[src/rtl/exc_seq_pkg.sv]
package exc_seq_pkg;
  localparam int DATA_W = 32;
  localparam int MODE_W = 5;
  localparam int I_BIT  = 7;
  localparam int F_BIT  = 6;

  // Cause code doubles as the vector slot index
  typedef enum logic [2:0] {
    C_RST = 3'd0, C_UND = 3'd1, C_SWI = 3'd2, C_PABT = 3'd3,
    C_DABT = 3'd4, C_RSVD = 3'd5, C_IRQ = 3'd6, C_FIQ = 3'd7
  } cause_e;

  typedef enum logic [1:0] {
    W_SPSR = 2'd0, W_CPSR = 2'd1, W_LR = 2'd2, W_PC = 2'd3
  } wkind_e;

  function automatic logic [MODE_W-1:0] mode_of(input cause_e c);
    case (c)
      C_FIQ:          return 5'b10001;
      C_IRQ:          return 5'b10010;
      C_PABT, C_DABT: return 5'b10111;
      C_UND:          return 5'b11011;
      default:        return 5'b10011;
    endcase
  endfunction

  function automatic logic [DATA_W-1:0] vector_of(input logic [DATA_W-1:0] base,
                                                  input cause_e c);
    return base + {{(DATA_W-5){1'b0}}, c, 2'b00};
  endfunction

  function automatic logic [DATA_W-1:0] ret_adjust(input cause_e c);
    case (c)
      C_PABT, C_IRQ, C_FIQ: return DATA_W'(4);
      C_DABT:               return DATA_W'(8);
      default:              return '0;
    endcase
  endfunction

  function automatic logic [DATA_W-1:0] entry_psr(input logic [DATA_W-1:0] cur,
                                                  input cause_e c);
    logic [DATA_W-1:0] r;
    r = (c == C_RST) ? '0 : cur;
    r[MODE_W-1:0] = mode_of(c);
    r[I_BIT] = 1'b1;
    if (c == C_FIQ || c == C_RST) r[F_BIT] = 1'b1;
    return r;
  endfunction
endpackage

[src/rtl/exc_arbiter.sv]
module exc_arbiter
  import exc_seq_pkg::*;
(
  input  logic   clk,
  input  logic   rst_n,
  input  logic   req_undef,
  input  logic   req_swi,
  input  logic   req_pabt,
  input  logic   req_dabt,
  input  logic   req_irq,
  input  logic   req_fiq,
  input  logic   irq_masked,
  input  logic   fiq_masked,
  output logic   take,
  output cause_e cause
);
  logic irq_ok, fiq_ok;
  assign irq_ok = req_irq & ~irq_masked;
  assign fiq_ok = req_fiq & ~fiq_masked;

  always_comb begin
    take  = 1'b1;
    cause = C_RST;
    if      (req_dabt)  cause = C_DABT;
    else if (fiq_ok)    cause = C_FIQ;
    else if (irq_ok)    cause = C_IRQ;
    else if (req_pabt)  cause = C_PABT;
    else if (req_undef) cause = C_UND;
    else if (req_swi)   cause = C_SWI;
    else                take  = 1'b0;
  end

  p_irq_masked_r8: assert property (@(posedge clk) disable iff (!rst_n)
    irq_masked |-> !(take && cause == C_IRQ));
  p_fiq_masked_r8: assert property (@(posedge clk) disable iff (!rst_n)
    fiq_masked |-> !(take && cause == C_FIQ));
  p_dabt_first_r6: assert property (@(posedge clk) disable iff (!rst_n)
    req_dabt |-> (take && cause == C_DABT));
  p_swi_last_r6: assert property (@(posedge clk) disable iff (!rst_n)
    (take && cause == C_SWI) |-> !(req_undef || req_pabt || req_dabt));
endmodule

[src/rtl/exc_step_fsm.sv]
module exc_step_fsm
  import exc_seq_pkg::*;
#(
  parameter logic [DATA_W-1:0] VEC_BASE = '0
) (
  input  logic              clk,
  input  logic              rst_n,
  input  logic              instr_done,
  input  logic              take,
  input  cause_e            cause,
  input  logic              ret_req,
  input  logic [DATA_W-1:0] pc_in,
  input  logic [DATA_W-1:0] psr_in,
  input  logic [DATA_W-1:0] spsr_in,
  input  logic [DATA_W-1:0] lr_in,
  output logic              busy,
  output logic              wr_en,
  output logic [1:0]        wr_kind,
  output logic [MODE_W-1:0] wr_bank,
  output logic [DATA_W-1:0] wr_data
);
  typedef enum logic [2:0] {
    S_IDLE, S_SAVE, S_SWITCH, S_LINK, S_VEC, S_RESTORE, S_RESUME
  } state_e;

  state_e            state;
  cause_e            cur_cause, last_cause;
  logic              rst_pend;
  logic [DATA_W-1:0] psr_snap, pc_snap, spsr_snap, lr_snap;

  // Named acceptance events
  logic accept_rst, accept_exc, accept_ret;
  assign accept_rst = (state == S_IDLE) && rst_pend;
  assign accept_exc = (state == S_IDLE) && !rst_pend && instr_done && take;
  assign accept_ret = (state == S_IDLE) && !rst_pend && instr_done && !take
                      && ret_req && (last_cause != C_RST);

  always_ff @(posedge clk or negedge rst_n) begin
    if (!rst_n) begin
      state      <= S_IDLE;
      rst_pend   <= 1'b1;
      cur_cause  <= C_RST;
      last_cause <= C_RST;
      psr_snap   <= '0;
      pc_snap    <= '0;
      spsr_snap  <= '0;
      lr_snap    <= '0;
    end else begin
      case (state)
        S_IDLE: begin
          if (accept_rst || accept_exc) begin
            rst_pend  <= 1'b0;
            cur_cause <= accept_rst ? C_RST : cause;
            psr_snap  <= psr_in;
            pc_snap   <= pc_in;
            state     <= S_SAVE;
          end else if (accept_ret) begin
            spsr_snap <= spsr_in;
            lr_snap   <= lr_in;
            state     <= S_RESTORE;
          end
        end
        S_SAVE:    state <= S_SWITCH;
        S_SWITCH:  state <= S_LINK;
        S_LINK:    state <= S_VEC;
        S_VEC: begin
          last_cause <= cur_cause;
          state      <= S_IDLE;
        end
        S_RESTORE: state <= S_RESUME;
        default:   state <= S_IDLE;
      endcase
    end
  end

  logic [MODE_W-1:0] tgt_mode;
  assign tgt_mode = mode_of(cur_cause);
  assign busy     = (state != S_IDLE);

  always_comb begin
    wr_en   = 1'b1;
    wr_kind = W_SPSR;
    wr_bank = tgt_mode;
    wr_data = '0;
    case (state)
      S_SAVE:    begin wr_kind = W_SPSR; wr_data = psr_snap; end
      S_SWITCH:  begin wr_kind = W_CPSR; wr_data = entry_psr(psr_snap, cur_cause); end
      S_LINK:    begin wr_kind = W_LR;   wr_data = pc_snap; end
      S_VEC:     begin wr_kind = W_PC;   wr_data = vector_of(VEC_BASE, cur_cause); end
      S_RESTORE: begin wr_kind = W_CPSR; wr_bank = spsr_snap[MODE_W-1:0];
                       wr_data = spsr_snap; end
      S_RESUME:  begin wr_kind = W_PC;   wr_bank = spsr_snap[MODE_W-1:0];
                       wr_data = lr_snap - ret_adjust(last_cause); end
      default:   wr_en = 1'b0;
    endcase
  end

  p_idle_quiet_r7: assert property (@(posedge clk) disable iff (!rst_n)
    !busy |-> !wr_en);
  p_accept_busy_r2: assert property (@(posedge clk) disable iff (!rst_n)
    (accept_exc || accept_rst) |=> (busy && wr_en && wr_kind == W_SPSR));
  p_save_switch_r2: assert property (@(posedge clk) disable iff (!rst_n)
    (wr_en && wr_kind == W_SPSR) |=> (wr_en && wr_kind == W_CPSR && $stable(wr_bank)));
  p_switch_link_r2: assert property (@(posedge clk) disable iff (!rst_n)
    (state == S_SWITCH) |=> (wr_en && wr_kind == W_LR && $stable(wr_bank)));
  p_link_vec_r3: assert property (@(posedge clk) disable iff (!rst_n)
    (wr_en && wr_kind == W_LR) |=> (wr_kind == W_PC && wr_data[1:0] == 2'b00
      && (wr_data - VEC_BASE) < DATA_W'(32)));
  p_irq_mask_set_r5: assert property (@(posedge clk) disable iff (!rst_n)
    (state == S_SWITCH) |-> (wr_data[I_BIT] && wr_data[MODE_W-1:0] == wr_bank));
  p_fiq_mode_r4: assert property (@(posedge clk) disable iff (!rst_n)
    (state == S_SWITCH && cur_cause == C_FIQ) |-> (wr_data[MODE_W-1:0] == 5'b10001
      && wr_data[F_BIT]));
  p_reset_vec_r1: assert property (@(posedge clk) disable iff (!rst_n)
    (state == S_VEC && cur_cause == C_RST) |-> (wr_data == VEC_BASE));
  p_ret_pair_r9: assert property (@(posedge clk) disable iff (!rst_n)
    accept_ret |=> (wr_kind == W_CPSR) ##1 (wr_en && wr_kind == W_PC));
  p_no_reset_return_r10: assert property (@(posedge clk) disable iff (!rst_n)
    (state == S_IDLE && last_cause == C_RST) |=> (state != S_RESTORE));
endmodule

[src/rtl/exc_sequencer.sv]
module exc_sequencer
  import exc_seq_pkg::*;
#(
  parameter logic [DATA_W-1:0] VEC_BASE = '0
) (
  input  logic              clk,
  input  logic              rst_n,
  input  logic              instr_done,
  input  logic              req_undef,
  input  logic              req_swi,
  input  logic              req_pabt,
  input  logic              req_dabt,
  input  logic              req_irq,
  input  logic              req_fiq,
  input  logic              ret_req,
  input  logic [DATA_W-1:0] pc_in,
  input  logic [DATA_W-1:0] psr_in,
  input  logic [DATA_W-1:0] spsr_in,
  input  logic [DATA_W-1:0] lr_in,
  output logic              busy,
  output logic              wr_en,
  output logic [1:0]        wr_kind,
  output logic [MODE_W-1:0] wr_bank,
  output logic [DATA_W-1:0] wr_data
);
  logic   take;
  cause_e cause;

  exc_arbiter u_arb (
    .clk        (clk),
    .rst_n      (rst_n),
    .req_undef  (req_undef),
    .req_swi    (req_swi),
    .req_pabt   (req_pabt),
    .req_dabt   (req_dabt),
    .req_irq    (req_irq),
    .req_fiq    (req_fiq),
    .irq_masked (psr_in[I_BIT]),
    .fiq_masked (psr_in[F_BIT]),
    .take       (take),
    .cause      (cause)
  );

  exc_step_fsm #(.VEC_BASE(VEC_BASE)) u_fsm (
    .clk        (clk),
    .rst_n      (rst_n),
    .instr_done (instr_done),
    .take       (take),
    .cause      (cause),
    .ret_req    (ret_req),
    .pc_in      (pc_in),
    .psr_in     (psr_in),
    .spsr_in    (spsr_in),
    .lr_in      (lr_in),
    .busy       (busy),
    .wr_en      (wr_en),
    .wr_kind    (wr_kind),
    .wr_bank    (wr_bank),
    .wr_data    (wr_data)
  );
endmodule

[config.mk]
export PLATFORM = sky130hd
export DESIGN_NAME = exc_sequencer
export DESIGN_NICKNAME = d
export VERILOG_FILES = /design/src/rtl/exc_seq_pkg.sv /design/src/rtl/exc_arbiter.sv /design/src/rtl/exc_step_fsm.sv /design/src/rtl/exc_sequencer.sv
export SDC_FILE = /design/constraint.sdc
export NUM_CORES = 1
export LEC_CHECK = 0
export BUFFER_PORTS_ARGS = -buffer_cell sky130_fd_sc_hd__clkbuf_2
export CORE_ASPECT_RATIO = 1.4
export CORE_MARGIN = 2
export CORE_UTILIZATION = 55
export DETAILED_ROUTE_END_ITERATION = 10
export GPL_TIMING_DRIVEN = 0
export PLACE_DENSITY = 0.92
export SLEW_MARGIN = 40
export SYNTH_ARGS = -nofsm -noshare
export SYNTH_HDL_FRONTEND = slang
export SYNTH_SLANG_ARGS = --single-unit
[constraint.sdc]
create_clock -name clk -period 8.49 [get_ports clk]
set_clock_uncertainty 0.2 [all_clocks]
set_input_delay 0.849 -clock clk [delete_from_list [all_inputs] [get_ports clk]]
set_output_delay 0.849 -clock clk [all_outputs]
set_load 0.1 [all_outputs]
==> impl_results.md <==
* FF-to-FF Start: u_fsm.state[0]$_DFFE_PN0P_
* NumNets Final at approximately 900
* Yosys warns at 0
* Design area at 8680 sq um
* Placed cell areas at slightly above 8000 sq um
* Congestion Overflow GR at 0
* CTS H-tree depth at 4
* Critical path class: flop to primary output
* Die W at about 99 microns
* Avg Vias per Cell at 6.09
* Share of layout cells above drive strength 1 at 48.7%
* FF-to-FF End: u_fsm.state[2]$_DFFE_PN0P_
* Final wirelength at 19,500 microns
* Rows at 48
* Synth async-reset ratio at between 90% and 100%
* GRT Total Usage at 28.5%
* DP HPWL at 14,600 microns
* Global-route wire length before repair at between 20,000 and 30,000 microns
* Core area at about 12,000 sq um
* Clock Latency Late Sink at 410 ps
* DR WL/cell at 21.3 microns
* Main synth FF type: dfrtp_1
* DR iter-0 viols at 493
* Cells after Synth at 554
* Nature of the critical path endpoint: primary output
* Cell Chain, Critical Path: o21a_1 > ha_1 > inv_1 > fa_1 > nor3_1 > nand2_1 > or4_1 > xor2_1 > o21ai_1 > clkbuf_2
* Status: completed
* PortBufs at 178
* Part of the Yosys area used for sequential elements at 49.4%
* WHS at 231 ps
* Syn Area/Cell at 12.6 sq um
* CTS Buf Count at 17
* DR DRC count at 0
* Vias in the first global route at 5,691
* Max stage delay on crit path at 490 ps
* DR vias at roughly 5,600
* Cell Count, Final, Fillers Out at 914
* TNS Setup at 0 ps
* Final number of hold-violating endpoints at 0
* Post-Syn Area at 6990 sq um
* Max-cap viol count at 0
* Final setup fails at 0
* IO Pins at around 180
* Yosys reg bits at 138
* Unique cell type count in the Yosys netlist at 62
* Worst EP required at 7440 ps
* Hold Path Class: input pin to async pin
* Post-CTS Resized at 0
* Maximum clock rate at 0.211 GHz
* Initial core utilization at 56.5%
* Max FO, Critical Path at 5
* Chip height at about 140 microns
* Placed cells at 883
* RSZ-0062 raised after global routing: no
* CTS Root Cell: clkbuf_16
* Initial antenna violation count at 0
* Die area at around 14,000 sq um
* Postcts setup bufs at 0
* Area growth syn-to-layout at 24.1%
* Clock transition at path regs at 60 ps
* CTS Buffer Depth at 2
* Largest net degree at the start of global routing at 71
* Hold_buf cts at 0
* Post-synth EDFFs at 0
* R2R setup slack at 5920 ps
* Routability congestion estimate at 0.898
* Slew HR at 53.5%
* CTS tree: yes
* Slew @ Worst Pin at about 700 ps
* Reg2Reg Depth at 6
* TritonRoute pass-1 iters at 6
* Minimum clock period at 4730 ps
* Clk sinks at roughly 140
* Part of the cycle the worst path needs at a little under three fifths
* Max Slew Vio Count at 0
* Post-DRT Antenna Nets at 0
* Mapped Nets at 695
* Type of origin of the critical path: flop
* Slowest cell on the critical path: or4_1
* Diodes inserted at 0
* CP arrival at roughly 3700 ps
-- metrics by stage --
| stage | setup slack, ps | util (%) |
|---|---|---|
| 5_1_grt | 3660 | 70.2 |
| 2_1_floorplan | 2310 | - |
| 6_report | 3760 | 70.2 |
| 3_5_place_dp | 4280 | 65.5 |
| 4_1_cts | 3800 | 70.2 |
| 3_3_place_gp | 4280 | 65.2 |
-- layer usage --
layer | track usage, % | up-vias | routed length [microns]
li1 | - | 2470 | -
met2 | 48.8 | 289 | 10100
met4 | 15.9 | 0 | 793
met3 | 4.87 | 50 | 1110
met1 | 34.1 | 2760 | 7490
met5 | 0 | - | 0
-- how the worst max path moves through the flow --
| stage | start | endpoint | slack, ps | cells past startpoint |
|---|---|---|---|---|
| floorplan | u_fsm.last_cause[0]$_DFFE_PN0P_ | wr_data[22] | 2310 | 7 |
| global placement | u_fsm.last_cause[0]$_DFFE_PN0P_ | wr_data[16] | 4280 | 10 |
| detailed placement | u_fsm.last_cause[0]$_DFFE_PN0P_ | wr_data[16] | 4280 | 10 |
| CTS | u_fsm.last_cause[0]$_DFFE_PN0P_ | wr_data[16] | 3800 | 10 |
| global route | u_fsm.last_cause[0]$_DFFE_PN0P_ | wr_data[16] | 3660 | 10 |
| finish | u_fsm.last_cause[1]$_DFFE_PN0P_ | wr_data[16] | 3760 | 10 |
-- cells by family after synthesis --
kind of cell	synth area share, %
adders and majority gates	0.644
DFF	49.4
and+or+nand+nor	9.22
AOI/OAI and AO/OA	9.72
xor gates and xnor gates	3.01
buffers and inverters	2.92
muxes	25.1
-- cells in the final DEF, fill, tap and decap left out, types with 5 or more instances in the layout --
cell type / instances
clkbuf_2: 177
dfrtp_1: 137
mux2_2: 98
mux2_4: 38
nor2_1: 27
o21ai_0: 22
a222oi_1: 21
clkbuf_16: 17
clkbuf_1: 16
nand2_1: 16
xor2_1: 15
nor3_1: 14
buf_2: 13
o21ai_1: 12
xnor2_1: 9
a21oi_1: 9
nand3_1: 8
mux2i_1: 8
nand4_1: 7
nand2b_1: 6
nor2b_1: 6
inv_1: 5
buf_6: 5
-- Yosys cell counts (2+ instances only) --
cell       instances  share of area [%]
o311ai_0           2               0.25
ha_1               2               0.36
o21a_1             2               0.21
o21ai_1           12               0.86
xnor2_1            9                1.1
or3_1              4               0.36
buf_6              5               0.81
nand2_1           16               0.86
inv_1              5               0.27
clkbuf_1          12               0.64
nor2_1            27                1.4
xor2_1            15                1.9
a21boi_0           2               0.21
nand4b_1           2               0.25
nand3b_1           2               0.21
a221oi_1           2               0.25
a222oi_1          21                3.0
nand4bb_1          2               0.32
a21oi_1            9               0.64
nand2b_1           6               0.54
nand3_1            8               0.57
mux2i_1            8                1.1
dfrtp_1          137                 49
o221ai_1           2               0.25
nor2b_1            6               0.54
and3_1             2               0.18
mux2_4            38                8.2
nor4_1             3               0.27
or4_1              3               0.32
buf_1              2               0.11
nand4_1            7               0.63
mux2_2            98                 16
buf_2             13               0.93
and2_1             4               0.36
o21ai_0           22                1.6
a221o_1            2               0.29
a22oi_1            4               0.43
nor3_1            14                1.0
-- flip-flops by register name (all words and copies together), names as in the netlist --
register	flops
u_fsm.cur_cause	3
u_fsm.last_cause	3
u_fsm.lr_snap	32
u_fsm.pc_snap	32
u_fsm.psr_snap	32
u_fsm.rst_pend	1
u_fsm.spsr_snap	32
u_fsm.state	3
-- worst max-delay path: cells and delay by family (launching register included) --
family	cells	cell delay, ps
AOI/OAI and AO/OA	2	280
xor gates and xnor gates	1	160
adders and majority gates	2	620
buffers and inverters	2	570
DFF	1	380
and+or+nand+nor	3	1250
-- layout make-up --
class | instances | area [sq um]
fillers | 863 | 3690
flip-flops and latches | 138 | 3450
multi-input cells | 377 | 3330
repair buffers | 179 | 927
clock buffers | 24 | 482
well taps | 150 | 188
plain buffers | 33 | 181
clock inverters | 7 | 91.3
inverters | 6 | 22.5
Power is not shown: default switching activity piles up to over one toggle a cycle in this logic, so the estimate is an artifact.
